**src/rtl/idg_pkg.sv**
```systemverilog
package idg_pkg;
  localparam int CODE_W = 7;
  localparam int CHAN_W = 12;
  localparam int DESC_W = 32;
  localparam logic [CODE_W-1:0] CODE_EOB = 7'd1;
  localparam logic [CODE_W-1:0] CODE_EOM = 7'd2;

  // Build one descriptor word; reserved bits 22:12 are zero.
  function automatic logic [DESC_W-1:0] pack_desc(input logic tx,
                                                  input logic [CODE_W-1:0] code,
                                                  input logic err,
                                                  input logic [CHAN_W-1:0] chan);
    pack_desc = {tx, code, err, 11'd0, chan};
  endfunction
endpackage

```
**src/rtl/idg_mask_reg.sv**
```systemverilog
module idg_mask_reg #(
  parameter int NUM_CODES = 16
) (
  input  logic                 clk,
  input  logic                 rst_n,
  input  logic                 we,
  input  logic [NUM_CODES-1:0] wdata,
  output logic [NUM_CODES-1:0] enable
);
  always_ff @(posedge clk) begin
    if (!rst_n)   enable <= '1;
    else if (we)  enable <= wdata;
  end
endmodule

```
**src/rtl/idg_merge.sv**
```systemverilog
module idg_merge
  import idg_pkg::*;
#(
  parameter int NUM_CODES = 16
) (
  input  logic                 evt_valid,
  input  logic                 evt_tx,
  input  logic [CHAN_W-1:0]    evt_chan,
  input  logic [CODE_W-1:0]    evt_code,
  input  logic                 evt_err,
  input  logic                 evt_eob_too,
  input  logic [NUM_CODES-1:0] enable,
  output logic [1:0]           n_req,
  output logic [DESC_W-1:0]    d0,
  output logic [DESC_W-1:0]    d1
);
  localparam int IW = (NUM_CODES > 1) ? $clog2(NUM_CODES) : 1;

  function automatic logic code_on(input logic [CODE_W-1:0] c);
    if (int'(c) >= NUM_CODES) return 1'b1;
    return enable[c[IW-1:0]];
  endfunction

  logic coinc, on_code, on_eob, on_eom;
  logic [DESC_W-1:0] w_eob, w_eom, w_any;

  assign coinc   = (evt_code == CODE_EOM) && evt_eob_too;
  assign on_code = code_on(evt_code);
  assign on_eob  = code_on(CODE_EOB);
  assign on_eom  = code_on(CODE_EOM);
  assign w_eob   = pack_desc(evt_tx, CODE_EOB, 1'b0, evt_chan);
  assign w_eom   = pack_desc(evt_tx, CODE_EOM, evt_err, evt_chan);
  assign w_any   = pack_desc(evt_tx, evt_code, evt_err, evt_chan);

  always_comb begin
    n_req = 2'd0;
    d0    = '0;
    d1    = '0;
    if (evt_valid) begin
      if (coinc && !evt_tx) begin
        // receive: one descriptor, end-of-message has priority
        if (on_eom) begin
          n_req = 2'd1; d0 = w_eom;
        end else if (on_eob) begin
          n_req = 2'd1; d0 = w_eob;
        end
      end else if (coinc) begin
        // transmit: independent, end-of-buffer first
        if (on_eob && on_eom) begin
          n_req = 2'd2; d0 = w_eob; d1 = w_eom;
        end else if (on_eob) begin
          n_req = 2'd1; d0 = w_eob;
        end else if (on_eom) begin
          n_req = 2'd1; d0 = w_eom;
        end
      end else if (on_code) begin
        n_req = 2'd1; d0 = w_any;
      end
    end
  end
endmodule

```
**src/rtl/idg_pend_fifo.sv**
```systemverilog
module idg_pend_fifo #(
  parameter int DEPTH = 4,
  parameter int W     = 32
) (
  input  logic         clk,
  input  logic         rst_n,
  input  logic [1:0]   n_req,
  input  logic [W-1:0] d0,
  input  logic [W-1:0] d1,
  input  logic         pop,
  output logic         head_valid,
  output logic [W-1:0] head,
  output logic         drop,
  output logic [$clog2(DEPTH+1)-1:0] count
);
  localparam int PW = $clog2(DEPTH);
  localparam int CW = $clog2(DEPTH+1);

  logic [PW-1:0] wptr, rptr, wptr1;
  logic [CW:0]   free_w;
  logic [1:0]    n_acc;
  logic [W-1:0]  slots [DEPTH];

  assign wptr1 = wptr + PW'(1);

  always_comb begin
    free_w = (CW+1)'(DEPTH) - {1'b0, count};
    if (free_w >= (CW+1)'(n_req)) n_acc = n_req;
    else                          n_acc = free_w[1:0];
  end
  assign drop = (n_acc != n_req);

  for (genvar i = 0; i < DEPTH; i++) begin : g_slot
    logic [W-1:0] q;
    always_ff @(posedge clk) begin
      if (n_acc != 2'd0 && wptr == PW'(i))       q <= d0;
      else if (n_acc == 2'd2 && wptr1 == PW'(i)) q <= d1;
    end
    assign slots[i] = q;
  end

  always_ff @(posedge clk) begin
    if (!rst_n) begin
      wptr  <= '0;
      rptr  <= '0;
      count <= '0;
    end else begin
      wptr  <= wptr + PW'(n_acc);
      if (pop) rptr <= rptr + PW'(1);
      count <= count + CW'(n_acc) - CW'(pop);
    end
  end

  assign head_valid = (count != '0);
  assign head       = slots[rptr];
endmodule

```
**src/rtl/irq_desc_gen.sv**
```systemverilog
module irq_desc_gen
  import idg_pkg::*;
#(
  parameter int NUM_CODES  = 16,
  parameter int PEND_DEPTH = 4
) (
  input  logic                 clk,
  input  logic                 rst_n,
  input  logic                 cfg_we,
  input  logic [NUM_CODES-1:0] cfg_enable,
  input  logic                 evt_valid,
  input  logic                 evt_tx,
  input  logic [11:0]          evt_chan,
  input  logic [6:0]           evt_code,
  input  logic                 evt_err,
  input  logic                 evt_eob_too,
  output logic                 desc_valid,
  input  logic                 desc_ready,
  output logic [31:0]          desc_data,
  output logic                 overflow
);
  localparam int CW = $clog2(PEND_DEPTH+1);

  logic [NUM_CODES-1:0] enable;
  logic [1:0]           n_req;
  logic [DESC_W-1:0]    d0, d1;
  logic                 drop;
  logic [CW-1:0]        pend_count;

  idg_mask_reg #(.NUM_CODES(NUM_CODES)) mask_i (
    .clk(clk), .rst_n(rst_n), .we(cfg_we), .wdata(cfg_enable), .enable(enable)
  );

  idg_merge #(.NUM_CODES(NUM_CODES)) merge_i (
    .evt_valid(evt_valid), .evt_tx(evt_tx), .evt_chan(evt_chan),
    .evt_code(evt_code), .evt_err(evt_err), .evt_eob_too(evt_eob_too),
    .enable(enable), .n_req(n_req), .d0(d0), .d1(d1)
  );

  idg_pend_fifo #(.DEPTH(PEND_DEPTH), .W(DESC_W)) fifo_i (
    .clk(clk), .rst_n(rst_n), .n_req(n_req), .d0(d0), .d1(d1),
    .pop(desc_valid && desc_ready), .head_valid(desc_valid),
    .head(desc_data), .drop(drop), .count(pend_count)
  );

  always_ff @(posedge clk) begin
    if (!rst_n)    overflow <= 1'b0;
    else if (drop) overflow <= 1'b1;
  end
endmodule

```
**config.mk**
```make
export PLATFORM = sky130hd
export DESIGN_NAME = irq_desc_gen
export DESIGN_NICKNAME = d
export VERILOG_FILES = /design/src/rtl/idg_pkg.sv /design/src/rtl/idg_mask_reg.sv /design/src/rtl/idg_merge.sv /design/src/rtl/idg_pend_fifo.sv /design/src/rtl/irq_desc_gen.sv
export SDC_FILE = /design/constraint.sdc
export NUM_CORES = 1
export LEC_CHECK = 0
export ABC_CLOCK_PERIOD_IN_PS = 6750
export BUFFER_PORTS_ARGS = -buffer_cell sky130_fd_sc_hd__buf_2
export CAP_MARGIN = 15
export CORE_ASPECT_RATIO = 0.5
export CORE_MARGIN = 4
export CORE_UTILIZATION = 53
export CTS_CLUSTER_DIAMETER = 30
export DETAILED_ROUTE_END_ITERATION = 10
export PLACE_DENSITY = 0.75
export SLEW_MARGIN = 20
export SYNTH_ARGS = -nofsm -noshare
export SYNTH_HDL_FRONTEND = slang
export SYNTH_HIERARCHICAL = 1
export SYNTH_SLANG_ARGS = --single-unit
```
**constraint.sdc**
```tcl
create_clock -name clk -period 6.75 [get_ports clk]
set_clock_uncertainty 0.1 [all_clocks]
set_input_delay 0.675 -clock clk [delete_from_list [all_inputs] [get_ports clk]]
set_output_delay 0.675 -clock clk [all_outputs]
set_load 0.02 [all_outputs]
```
== Word level (Yosys, flattened, before mapping) ==
Index checks and enable logic that the tools add are counted.
Storage, ports and cells
  flip-flop bits (word level): 152
  latch bits: 0
  RAM bits: 0
  bits in read-only memories: 0
  input port bits: 43
  output and inout port bits: 34
  logic and storage cells: 89
  memories kept: 0
Cells by class
  add/sub/neg operators: 6
  multiply operators: 0
  div/mod/pow operators: 0
  $lt $le $gt $ge: 4
  equality and inequality tests: 9
  shift-type cells: 0
  muxes and demuxes: 39
  bitwise logic cells: 1
  reductions and logical operators: 21
Operators with widths (number)
  $mux W32: 23
  $bmux W32 S2: 1
  $mux W2: 7
  $logic_and A1 B1 Y1: 12
  $eq A2 B2 Y1 const B: 5
  $reduce_bool A2 Y1: 5
  $eq A7 B2 Y1 const B: 1
  $ge A7 B5 Y1 const B: 1
  $mux W1: 7
  $lt A4 B5 Y1 const B: 1
  $add A2 B1 Y2 const B: 2
  $bmux W1 S4: 1
  $eq A2 B1 Y1 const B: 2
  $ge A4 B2 Y1: 1
  $logic_not A2 Y1: 2
  $sub A3 B3 Y4 const A: 1
  $add A3 B2 Y3: 1
  $ge A3 B3 Y1 const B: 1
  $not A2 Y3: 1
  $reduce_bool A3 Y1: 1
  $sub A3 B1 Y3: 1
  $add A2 B2 Y2: 1
  $ne A2 B2 Y1: 1
  $logic_not A1 Y1: 1

== Longest topological paths before layout ==
Gate-level depths: netlist (run 1).
  depth in word-level cells: 13
  depth in mapped cells: 17
  depth with buffers taken out: 16

== By module ==
Netlist (run 1), hierarchy kept.
Modules (own cells, without submodules)
  idg_pend_fifo: instances 1, cells each 375, area an instance 6710.2 um2, seq. area each 3983.8 um2
  idg_merge: instances 1, cells each 134, area an instance 925.9 um2, seq. area each 0.0 um2
  idg_mask_reg: instances 1, cells each 52, area an instance 580.6 um2, seq. area each 320.3 um2
  irq_desc_gen: instances 1, cells each 3, area an instance 33.8 um2, seq. area each 20.0 um2

== Worst setup path after synthesis (run 1) ==
No wires, ideal clock.
  path type: input port to flip-flop
  from: in evt_code[0]
  to: reg fifo_i.g_slot[1].q[0] (enable)
  setup time: 0.461 ns
  arrival: 5.792 ns
  required time: 6.189 ns
  path slack: 0.397 ns
  stages: 12
  path buffers: 2
  cells stage by stage: buf_6 and4bb_2 nand2_1 clkbuf_1 a211oi_1 nor4_1 ha_1 nand2b_1 a2111oi_4 mux2i_1 nor2_1 nor3_1
On the way
  word-level cells in the longest chain between the ends: 12
  elaborated cells on any way between the ends: 19
  those cells by class: order compare: 2; eq/ne: 2; mux: 9; reduce/logical: 6
RTL lines
  start, declared: RTL line irq_desc_gen.sv:14  | input logic [6:0] evt_code,
  $ge A7 B5 Y1 or $bmux W1 S4 (tied branches): RTL line idg_merge.sv:20, idg_merge.sv:21
  $mux W1 (on tied branches): RTL line idg_merge.sv:20, idg_merge.sv:21
  $mux W1: RTL line idg_merge.sv:21  | return enable[c[IW-1:0]];
  $mux W1: RTL line idg_merge.sv:56  | end else if (on_code) begin
  $mux W2: RTL line idg_merge.sv:47  | end else if (coinc) begin
  $mux W2 (*): RTL line idg_merge.sv:40  | if (coinc && !evt_tx) begin
  $mux W2 (*): RTL line idg_merge.sv:39  | if (evt_valid) begin
  net n_req[0]: RTL line irq_desc_gen.sv:25  | logic [1:0] n_req;
  $ge A4 B2 Y1: RTL line idg_pend_fifo.sv:28  | if (free_w >= (CW+1)'(n_req)) n_acc = n_req;
  $mux W2 (*): RTL line idg_pend_fifo.sv:28
  $eq A2 B2 Y1 or $reduce_bool A2 Y1 (tied branches): RTL line idg_pend_fifo.sv:37, idg_pend_fifo.sv:36
  $logic_and A1 B1 Y1 (on tied branches): RTL line idg_pend_fifo.sv:37, idg_pend_fifo.sv:36
  $reduce_bool A2 Y1 (no source line) (*)
  end signal, assigned: RTL line idg_pend_fifo.sv:36  | if (n_acc != 2'd0 && wptr == PW'(i)) q <= d0;
  end signal, assigned: RTL line idg_pend_fifo.sv:37  | else if (n_acc == 2'd2 && wptr1 == PW'(i)) q <= d1;
  end, declared: RTL line idg_pend_fifo.sv:34  | logic [W-1:0] q;
The timed path passes the listed nets; every way through them passes the cells marked *. The select of a mux whose other input is x is not followed.
A chain may end at the register's enable or synchronous reset.

== Final worst setup path (run 1) ==
  from: in evt_code[0]
  to: reg fifo_i.g_slot[0].q[9] (data pin)
On the way
  word-level cells in the longest chain between the ends: 12
  elaborated cells on any way between the ends: 25
  those cells by class: order compare: 2; eq/ne: 1; mux: 18; reduce/logical: 4
RTL lines (RTL line)
  $ge A7 B5 Y1 or $bmux W1 S4 (tied branches): idg_merge.sv:20, idg_merge.sv:21
  $mux W1 (on tied branches): idg_merge.sv:20, idg_merge.sv:21
  $mux W1: idg_merge.sv:21
  $mux W1: idg_merge.sv:56
  $mux W2: idg_merge.sv:47
  $mux W2 (*): idg_merge.sv:40
  $mux W2 (*): idg_merge.sv:39
  net n_req[0]: irq_desc_gen.sv:25
  $ge A4 B2 Y1: idg_pend_fifo.sv:28
  $mux W2 (*): idg_pend_fifo.sv:28
  $reduce_bool A2 Y1 (*): idg_pend_fifo.sv:36
  $logic_and A1 B1 Y1 (*): idg_pend_fifo.sv:36
  $mux W32 (*): idg_pend_fifo.sv:36
  end signal, assigned: idg_pend_fifo.sv:36
  end signal, assigned: idg_pend_fifo.sv:37
  end, declared: idg_pend_fifo.sv:34
Marked as above.

==> flow_summary_export.csv, run 1 <==
group,metric,value,unit
layout,final_util,0.630,
timing,fin_crit,5.06,ns
route,via_per_inst,5.66,
timing,worstMarginPinSlew,0.846,ns
setup_path,ff2ff_path_depth,11,
synthesis,synth_edf_count,128,
layout,final_nets,690,
layout,antennaDiodeCount,0,
setup_path,cp.arrival,5.12,ns
clock_tree,h-tree-depth,4,
synthesis,synth_cell_types,46,
min_path,worst_hold_path_type,"input pin to flop",
timing,rsz0062_at_grt,"false",
place,dp_hpwl,10400,µm
synthesis,syn_area,0.00825,mm²
global_routing,grt_max_degree,35,
place,port_buffers,76,
route,drt_iter0_drc,307,
setup_path,crit_top_cell,"buf_4",
synthesis,synth-seq-cells,152,
timing,hold_violations,0,
min_path,worstHoldEndpoint,"mask_i/enable[3]$_SDFFE_PN1P_",
setup_path,cp_max_fo,23,
global_routing,grt_pass1_vias,4912,
timing,slew_headroom,0.431,
timing,fin_crit_sh,0.750,
floorplan,initial_core_util,0.555,
power_and_ir_drop,p_per_area,411,mW/mm²
setup_path,crit_required,6.81,ns
place,routabilityCongestion,0.822,
clock_tree,root_buffer,"clkbuf_16",
synthesis,synth_flop_cell,"edfxtp_1",
layout,drive_gt1_frac,0.421,
timing,max_freq,198,MHz
layout,layoutNonFillerInstCount,847,
clock_tree,cts_buffers,17,
synthesis,ys_seq_area_frac,0.524,
timing,setup_viol,0,
setup_path,crit_path_end_kind,"flop",
clock_tree,post_cts_resized,0,
clock_tree,path_clk_slew,0.07,ns
floorplan,die_w,184,µm
place,place_inst,814,
synthesis,synthCells,564,
clock_tree,clockBufferDepth,2,
timing,drv_slew,0,
floorplan,coreArea,0.0149,mm²
timing,worst_slack,1.69,ns
setup_path,r2r_start,"mask_i/enable[2]$_SDFFE_PN1P_",
power_and_ir_drop,leakagePower,3.49,nW
floorplan,io_pins,77,
setup_path,reg2reg_slack,1.82,ns
route,wl_per_cell,19.9,µm
power_and_ir_drop,irDropWorstVdd,205,µV
setup_path,crit_type,"input pin to flop",
floorplan,die_area,0.0177,mm²
flow_run,max_cap_violations,0,
clock_tree,holdBufCountCts,0,
setup_path,path_cells,"buf_2 > and4bb_2 > nand2_1 > buf_4 > a211oi_1 > nor4_1 > ha_1 > nand2b_1 > a2111oi_4 > mux2_4 > or3_1 > buf_4 > mux2_1",
status,status,"finished clean",
route,ant_nets,0,
timing,fin_setup_tns,0,ns
layout,final_cell_mix,"128 x edfxtp_1, 105 x mux2_2, 76 x buf_2",
route,drc,0,
floorplan,die_h,96.2,µm
place,dpl_worst_slack,1.34,ns
global_routing,grt_pass1_wl,26500,µm
clock_tree,cts_tree,"done",
setup_path,r2r-end,"fifo_i/g_slot[0].q[9]$_DFFE_PP_",
layout,final_common_cell,"edfxtp_1",
route,vias,4792,
global_routing,antenna_found_initial,1,
synthesis,async_flop_share,0,
timing,whs,0.363,ns
clock_tree,clkLatencyLatePin,0.42,ns
route,drt_first_pass_iters,4,
synthesis,syn-mean-instance-area,14.6,µm²
setup_path,slowest_stage,"nor4_1",
global_routing,grtUsageTotal,0.196,
setup_path,critPathMaxStageDelay,0.71,ns
route,wirelength,16800,µm
layout,area_growth,13.5,%
min_path,min_from,"cfg_enable[3]",
min_path,min_path_cells,3,
global_routing,grt_overflow,0,
floorplan,num_rows,31,
setup_path,critPathLaunchType,"input pin",
clock_tree,post-cts-setup-buffer-count,0,
clock_tree,clock-sinks,152,
synthesis,yosysWarnings,6,
state kept, by name (all words and copies together), names as in the netlist:
register,flops
mask_i/enable,16
fifo_i/count,3
overflow,1
fifo_i/g_slot.q,128
fifo_i/rptr,2
fifo_i/wptr,2
worst max path at each step:
stage / start / end / depth (start not counted)
floorplan: evt_code[0] / fifo_i/g_slot[1].q[0]$_DFFE_PP_ / 12
global placement: evt_code[0] / fifo_i/g_slot[0].q[7]$_DFFE_PP_ / 13
detailed placement: evt_code[0] / fifo_i/g_slot[0].q[0]$_DFFE_PP_ / 13
CTS: evt_code[0] / fifo_i/g_slot[0].q[9]$_DFFE_PP_ / 13
global route: evt_code[0] / fifo_i/count[2]$_SDFF_PN0_ / 17
finish: evt_code[0] / fifo_i/g_slot[0].q[9]$_DFFE_PP_ / 13
cells in the mapped netlist (2+ instances only):
library cell | instances | area share
nand2b_1 | 2 | 0.0015
nor2b_1 | 3 | 0.0023
clkbuf_1 | 12 | 0.0055
nand3_1 | 13 | 0.0079
o21ai_0 | 4 | 0.0024
or3_1 | 2 | 0.0015
edfxtp_1 | 128 | 0.47
mux2_2 | 105 | 0.14
a21oi_1 | 14 | 0.0085
nand2_1 | 23 | 0.010
mux2_4 | 2 | 0.0036
and2_1 | 24 | 0.018
nor3_2 | 2 | 0.0024
buf_1 | 4 | 0.0018
mux4_2 | 33 | 0.090
buf_6 | 6 | 0.0082
xnor2_1 | 8 | 0.0085
buf_2 | 10 | 0.0061
buf_4 | 30 | 0.027
mux2i_1 | 20 | 0.024
nor4_1 | 3 | 0.0023
o21a_1 | 2 | 0.0018
dfxtp_1 | 24 | 0.058
a211oi_1 | 4 | 0.0036
o22ai_1 | 2 | 0.0015
nor3_1 | 6 | 0.0036
mux2_1 | 30 | 0.041
inv_1 | 14 | 0.0064
ha_1 | 10 | 0.015
nor2_1 | 8 | 0.0036
layout make-up:
type                       count  area, µm²
inverter                      14       52.6
clock buffer                  17        425
sequential                   152       4330
clock inverter                15        183
timing repair buffer          89        523
tap                          198        248
fill                        1112       5490
multi-input combinational    362       3610
layer usage:
layer  vias up  track usage  routed length, µm
met5         -            0                 13
met4         2       0.0529                 97
met3        12       0.0566               1140
met2       150        0.307               7720
met1      2375        0.271               7850
li1       2253            -                  -
cells by family (layout without fill, tap and decap cells):
| kind of cell | Yosys count | in the layout | share of synthesized area |
|---|---|---|---|
| AO/OA/AOI/OAI | 33 | 33 | 0.0297 |
| XOR/XNOR | 9 | 9 | 0.00955 |
| adder cells (fa/ha/maj) | 11 | 11 | 0.0176 |
| buffers and inverters | 77 | 135 | 0.0576 |
| flip-flops | 152 | 152 | 0.524 |
| multiplexers | 190 | 190 | 0.302 |
| other | 1 | 28 | 0.000455 |
| AND/OR/NAND/NOR | 91 | 91 | 0.0587 |
through the flow:
stage	cell area (µm²)	total power [W]
after floorplan	8350	0.00249
after global placement	8730	0.00285
after detailed placement	8730	0.00287
after CTS	9340	0.00386
after global routing	9360	0.00404
final	9360	0.00385
critical path, delay by kind of cell:
kind | cells | cell delay, ns
AOI/OAI and AO/OA | 2 | 0.67
and+or+nand+nor | 5 | 1.82
adders and majority gates | 1 | 0.35
buffers and inverters | 3 | 0.82
muxes | 2 | 0.77
where the power goes:
part           leakage, nW  switching (W)  internal, W
sequential            1.39      0.0000865      0.00138
combinational         1.80       0.000805     0.000603
clock                0.296       0.000419     0.000562
No activity file was read; power rests on OpenSTA's default activity.
==> run 2: changes to the inputs <==
Settings changed: ABC_CLOCK_PERIOD_IN_PS 6750 to 4300.
Clock period 6.75 ns to 4.3 ns, I/O delays scaled along.
==> run 2 against run 1 <==
Against the previous run:
- sequential share of layout area down 1.2 points
- count of clock-buffer cells in the layout is 1 higher
- sequential power is 60% higher
==> flow_summary_export.csv, run 2 (synthesis results as in run 1) <==
group,metric,value,unit
flow_run,max_cap_violations,0,
route,ant_nets,0,
layout,drive_gt1_frac,0.447,
layout,largest-register,"fifo_i/g_slot.q",
floorplan,io_pins,77,
timing,max_freq,245,MHz
setup_path,cp.arrival,4.09,ns
layout,top_regs,"fifo_i/g_slot.q: 128 flops, mask_i/enable: 16 flops, fifo_i/count: 3 flops",
global_routing,grt_max_degree,27,
min_path,worst_hold_path_type,"input pin to flop",
clock_tree,h-tree-depth,4,
route,wl_per_cell,20.5,µm
clock_tree,root_buffer,"clkbuf_16",
power_and_ir_drop,irDropWorstVdd,362,µV
setup_path,crit_path_end_kind,"flop",
floorplan,die_w,184,µm
layout,area_growth,16.5,%
clock_tree,clockBufferDepth,2,
clock_tree,cts_tree,"done",
place,routabilityCongestion,0.800,
timing,hold_violations,0,
layout,final_nets,710,
route,drt_iter0_drc,303,
layout,largest_reg_flops,128,
clock_tree,clkLatencyLatePin,0.41,ns
global_routing,antenna_found_initial,0,
setup_path,cp_max_fo,26,
layout,antennaDiodeCount,0,
timing,whs,0.127,ns
clock_tree,path_clk_slew,0.06,ns
floorplan,die_h,96.2,µm
power_and_ir_drop,leakagePower,3.61,nW
floorplan,num_rows,31,
global_routing,grtUsageTotal,0.213,
global_routing,grt_pass1_vias,5256,
timing,fin_crit_sh,0.948,
setup_path,crit_type,"flop to flop",
route,drc,0,
clock_tree,holdBufCountCts,0,
timing,fin_crit,4.08,ns
timing,fin_setup_tns,0,ns
global_routing,grt_overflow,0,
global_routing,grt_pass1_wl,28700,µm
timing,worstMarginPinSlew,0.812,ns
clock_tree,clock-sinks,152,
timing,rsz0062_at_grt,"false",
status,status,"finished clean",
floorplan,die_area,0.0177,mm²
route,vias,4925,
timing,setup_viol,0,
place,port_buffers,76,
place,dp_hpwl,11500,µm
timing,slew_headroom,0.457,
route,drt_first_pass_iters,7,
floorplan,initial_core_util,0.555,
layout,final_cell_mix,"128 x edfxtp_1, 105 x mux2_2, 76 x buf_2",
route,via_per_inst,5.68,
layout,final_common_cell,"edfxtp_1",
setup_path,crit_required,4.31,ns
floorplan,coreArea,0.0149,mm²
setup_path,critPathLaunchType,"flop",
route,wirelength,17700,µm
timing,drv_slew,0,
power_and_ir_drop,p_per_area,643,mW/mm²
clock_tree,cts_buffers,17,
## run 2: worst max-delay path, stage by stage, from the launching register on
cell and delay (ns):
dfxtp_1 0.38, mux2_2 0.29, mux4_2 0.51, nor3_4 0.18
nor4_2 0.07, ha_1 0.28, nand2b_4 0.15, a2111oi_4 0.33
buf_4 0.20, mux2_4 0.37, or3_1 0.38, buf_12 0.21
o21ai_4 0.09, buf_12 0.23
## run 2: through the flow
stage	worst slack, ns	power, W	util	instances	instance area, µm²
after floorplan	-0.152	0.00395	-	591	8430
after global placement	0.0455	0.00467	0.606	834	9000
after detailed placement	-0.0483	0.00472	0.606	834	9000
after CTS	0.161	0.00622	0.646	866	9600
after global routing	0.00824	0.00649	0.647	867	9610
final	0.223	0.00618	0.647	867	9610
## run 2: final cells by class
cell class,instances,area (µm²)
Fill cell,1082,5250
Sequential cell,152,4330
Multi-Input combinational cell,362,3650
Timing Repair Buffer,109,741
Clock buffer,18,429
Tap cell,198,248
Clock inverter,14,161
Inverter,14,52.6
## run 2: timing repair
action                     CTS  global route
setup endpoints to repair    0             1
resized for setup            0             2
buffers inserted             0             1
## run 2: final timing paths
path                            startpoint                              end  slack (ns)  cells after the start
max          mask_i/enable[1]$_SDFFE_PN1P_  fifo_i/g_slot[0].q[5]$_DFFE_PP_        0.22                     13
min                          cfg_enable[6]    mask_i/enable[6]$_SDFFE_PN1P_        0.13                      3
max reg2reg  mask_i/enable[1]$_SDFFE_PN1P_  fifo_i/g_slot[0].q[5]$_DFFE_PP_        0.22                     13
min reg2reg  mask_i/enable[9]$_SDFFE_PN1P_    mask_i/enable[9]$_SDFFE_PN1P_        0.37                      2
## run 2: layer usage
layer	vias up	GRT usage	share of wire
met5	-	0	0
met4	0	0.0597	0.0094
met3	18	0.0491	0.073
met2	179	0.361	0.49
met1	2440	0.281	0.43
li1	2288	-	-
## run 2: power breakdown
group	switching, W	internal [W]
logic	0.00130	0.00106
clock network	0.000626	0.000870
registers	0.000170	0.00216
total	0.00209	0.00409
==> run 3: changes to the inputs <==
Settings changed: RECOVER_POWER set to 25.
==> run 3 against run 2 <==
Against the previous run:
- global-route usage unchanged
- setup slack got worse by 0.075 ns
- routed wire length about the same
- clock power about the same
- core utilization decreased by 0.44 points
- sequential power about the same
- first-iteration DRC count decreased by 7.3%
- maximum frequency down 1.8%
- die area stayed put
- via count decreased by 0.55%
- register-to-register slack got worse by 0.08 ns
- worst hold slack better by 0.0013 ns
- largest power group is now registers
==> flow_summary_export.csv, run 3 (synthesis results as in run 1) <==
group,metric,value,unit
status,status,"finished clean",
setup_path,cp.arrival,4.21,ns
timing,drv_slew,0,
layout,antennaDiodeCount,0,
timing,fin_crit,4.15,ns
place,port_buffers,76,
layout,final_common_cell,"edfxtp_1",
route,wirelength,17800,µm
clock_tree,clock-sinks,152,
global_routing,antenna_found_initial,0,
timing,worst_slack,0.148,ns
clock_tree,clockBufferDepth,2,
setup_path,crit_path_end_kind,"flop",
layout,top_regs,"fifo_i/g_slot.q: 128 flops, mask_i/enable: 16 flops, fifo_i/count: 3 flops",
power_and_ir_drop,p_per_area,641,mW/mm²
timing,worstMarginPinSlew,1.41,ns
timing,rsz0062_at_grt,"false",
route,drt_iter0_drc,281,
layout,largest_reg_flops,128,
setup_path,crit_type,"flop to flop",
route,routed-wl-met2,8670,µm
layout,final_nets,710,
clock_tree,path_clk_slew,0.06,ns
global_routing,grt_max_degree,27,
power_and_ir_drop,combPwrFrac,0.376,
place,place_inst,834,
clock_tree,h-tree-depth,4,
place,dp_hpwl,11500,µm
layout,layoutNonFillerInstCount,867,
setup_path,slowest_stage,"mux4_2",
global_routing,grtUsageTotal,0.213,
route,ant_nets,0,
setup_path,critPathLaunchType,"flop",
place,routabilityCongestion,0.800,
layout,drive_gt1_frac,0.396,
setup_path,crit_family,"multiplexers",
layout,area_growth,15.7,%
clock_tree,cts_buffers,17,
place,dpl_worst_slack,-0.0483,ns
timing,fin_setup_tns,0,ns
setup_path,cp_max_fo,14,
timing,max_freq,241,MHz
layout,multiInputGateArea,0.00365,mm²
power_and_ir_drop,intPower,0.00402,W
global_routing,grt_pass1_wl,28700,µm
global_routing,grt_overflow,0,
global_routing,grt_pass1_vias,5256,
layout,ff_latch_area,0.00433,mm²
route,vias,4898,
floorplan,num_rows,31,
route,maxUsedRoutingLayer,"met4",
setup_path,crit_required,4.36,ns
power_and_ir_drop,netSwitchingFraction,0.343,
route,wl_met1,7680,µm
route,via_per_inst,5.65,
floorplan,die_w,184,µm
timing,setup_viol,0,
route,wl_met3,1280,µm
layout,largest-register,"fifo_i/g_slot.q",
setup_path,cp_num_buf_inv,2,
power_and_ir_drop,pwr-share-clk,0.244,
floorplan,io_pins,77,
floorplan,coreArea,0.0149,mm²
floorplan,die_area,0.0177,mm²
power_and_ir_drop,leakagePower,3.51,nW
timing,hold_violations,0,
power_and_ir_drop,irDropWorstVdd,361,µV
setup_path,critPathMaxStageDelay,0.51,ns
clock_tree,holdBufCountCts,0,
clock_tree,cts_tree,"done",
power_and_ir_drop,power_frac_seq,0.380,
timing,fin_crit_sh,0.966,
floorplan,die_h,96.2,µm
timing,slew_headroom,0.0584,
layout,fill_cells,1103,
clock_tree,clkLatencyLatePin,0.41,ns
setup_path,path_cells,"mux2_2 > mux4_2 > nor3_4 > nor4_2 > ha_1 > nand2b_4 > a2111oi_4 > buf_4 > mux2_4 > nor3_4 > clkbuf_2 > mux2_2",
flow_run,max_cap_violations,0,
min_path,worst_hold_path_type,"input pin to flop",
route,drc,0,
floorplan,initial_core_util,0.555,
power_and_ir_drop,power.switching,0.00210,W
route,drt_first_pass_iters,5,
layout,final_cell_mix,"128 x edfxtp_1, 105 x mux2_2, 44 x buf_2",
route,wl_per_cell,20.5,µm
clock_tree,root_buffer,"clkbuf_16",
[run 3: cell count changes in the layout (fill, tap and decap cells not counted), sizes merged]
cell    change
buf        -37
clkbuf     +37
[run 3: path summary, 6_finish.rpt]
path	from	endpoint	slack, ns	cells past startpoint
worst max-delay path	mask_i/enable[1]$_SDFFE_PN1P_	fifo_i/g_slot[3].q[9]$_DFFE_PP_	0.15	12
worst max register to register	mask_i/enable[1]$_SDFFE_PN1P_	fifo_i/g_slot[3].q[9]$_DFFE_PP_	0.15	12
worst min-delay path	cfg_enable[6]	mask_i/enable[6]$_SDFFE_PN1P_	0.13	3
worst min register to register	mask_i/enable[9]$_SDFFE_PN1P_	mask_i/enable[9]$_SDFFE_PN1P_	0.37	2
[run 3: metal layers]
layer	vias to the layer above	global-route usage
met1	2436	0.281
met4	0	0.0597
met5	-	0
met3	10	0.0491
li1	2285	-
met2	167	0.361
[run 3: layout make-up]
class	instances	area share
flip-flops and latches	152	0.453
multi-input cells	362	0.383
repair buffers	109	0.0709
clock buffers	18	0.0450
well taps	198	0.0260
clock inverters	14	0.0169
inverters	14	0.00551
[run 3: per-stage QoR]
step | hold slack [ns] | cell area (µm²) | power, W | util
3_3_place_gp | 0.345 | 9000 | 0.00467 | 0.606
5_1_grt | 0.121 | 9550 | 0.00643 | 0.643
2_1_floorplan | 0.335 | 8430 | 0.00395 | -
6_report | 0.128 | 9550 | 0.00612 | 0.643
3_5_place_dp | 0.351 | 9000 | 0.00472 | 0.606
4_1_cts | 0.113 | 9600 | 0.00622 | 0.646
[run 3: repair_timing]
item                                   CTS  global route
setup endpoints to repair                0             1
endpoints found under the hold margin    0             0
setup buffers                            0             1
gates resized for setup                  0             2
[run 3: power groups by stage]
| stage | Sequential (W) | Combinational, W | Clock [W] |
|---|---|---|---|
| after floorplan | 0.00227 | 0.00168 | 0 |
| after global placement | 0.00234 | 0.00232 | 0 |
| after detailed placement | 0.00236 | 0.00235 | 0 |
| after CTS | 0.00234 | 0.00236 | 0.00153 |
| after global routing | 0.00237 | 0.00247 | 0.00160 |
| final | 0.00233 | 0.00230 | 0.00150 |
[run 3: worst reg2reg max path, stage by stage, from the launching register on]
cell and delay, ns:
dfxtp_1 0.38, mux2_2 0.29, mux4_2 0.51, nor3_4 0.18
nor4_2 0.07, ha_1 0.28, nand2b_4 0.15, a2111oi_4 0.33
buf_4 0.20, mux2_4 0.37, nor3_4 0.21, clkbuf_2 0.44
mux2_2 0.39
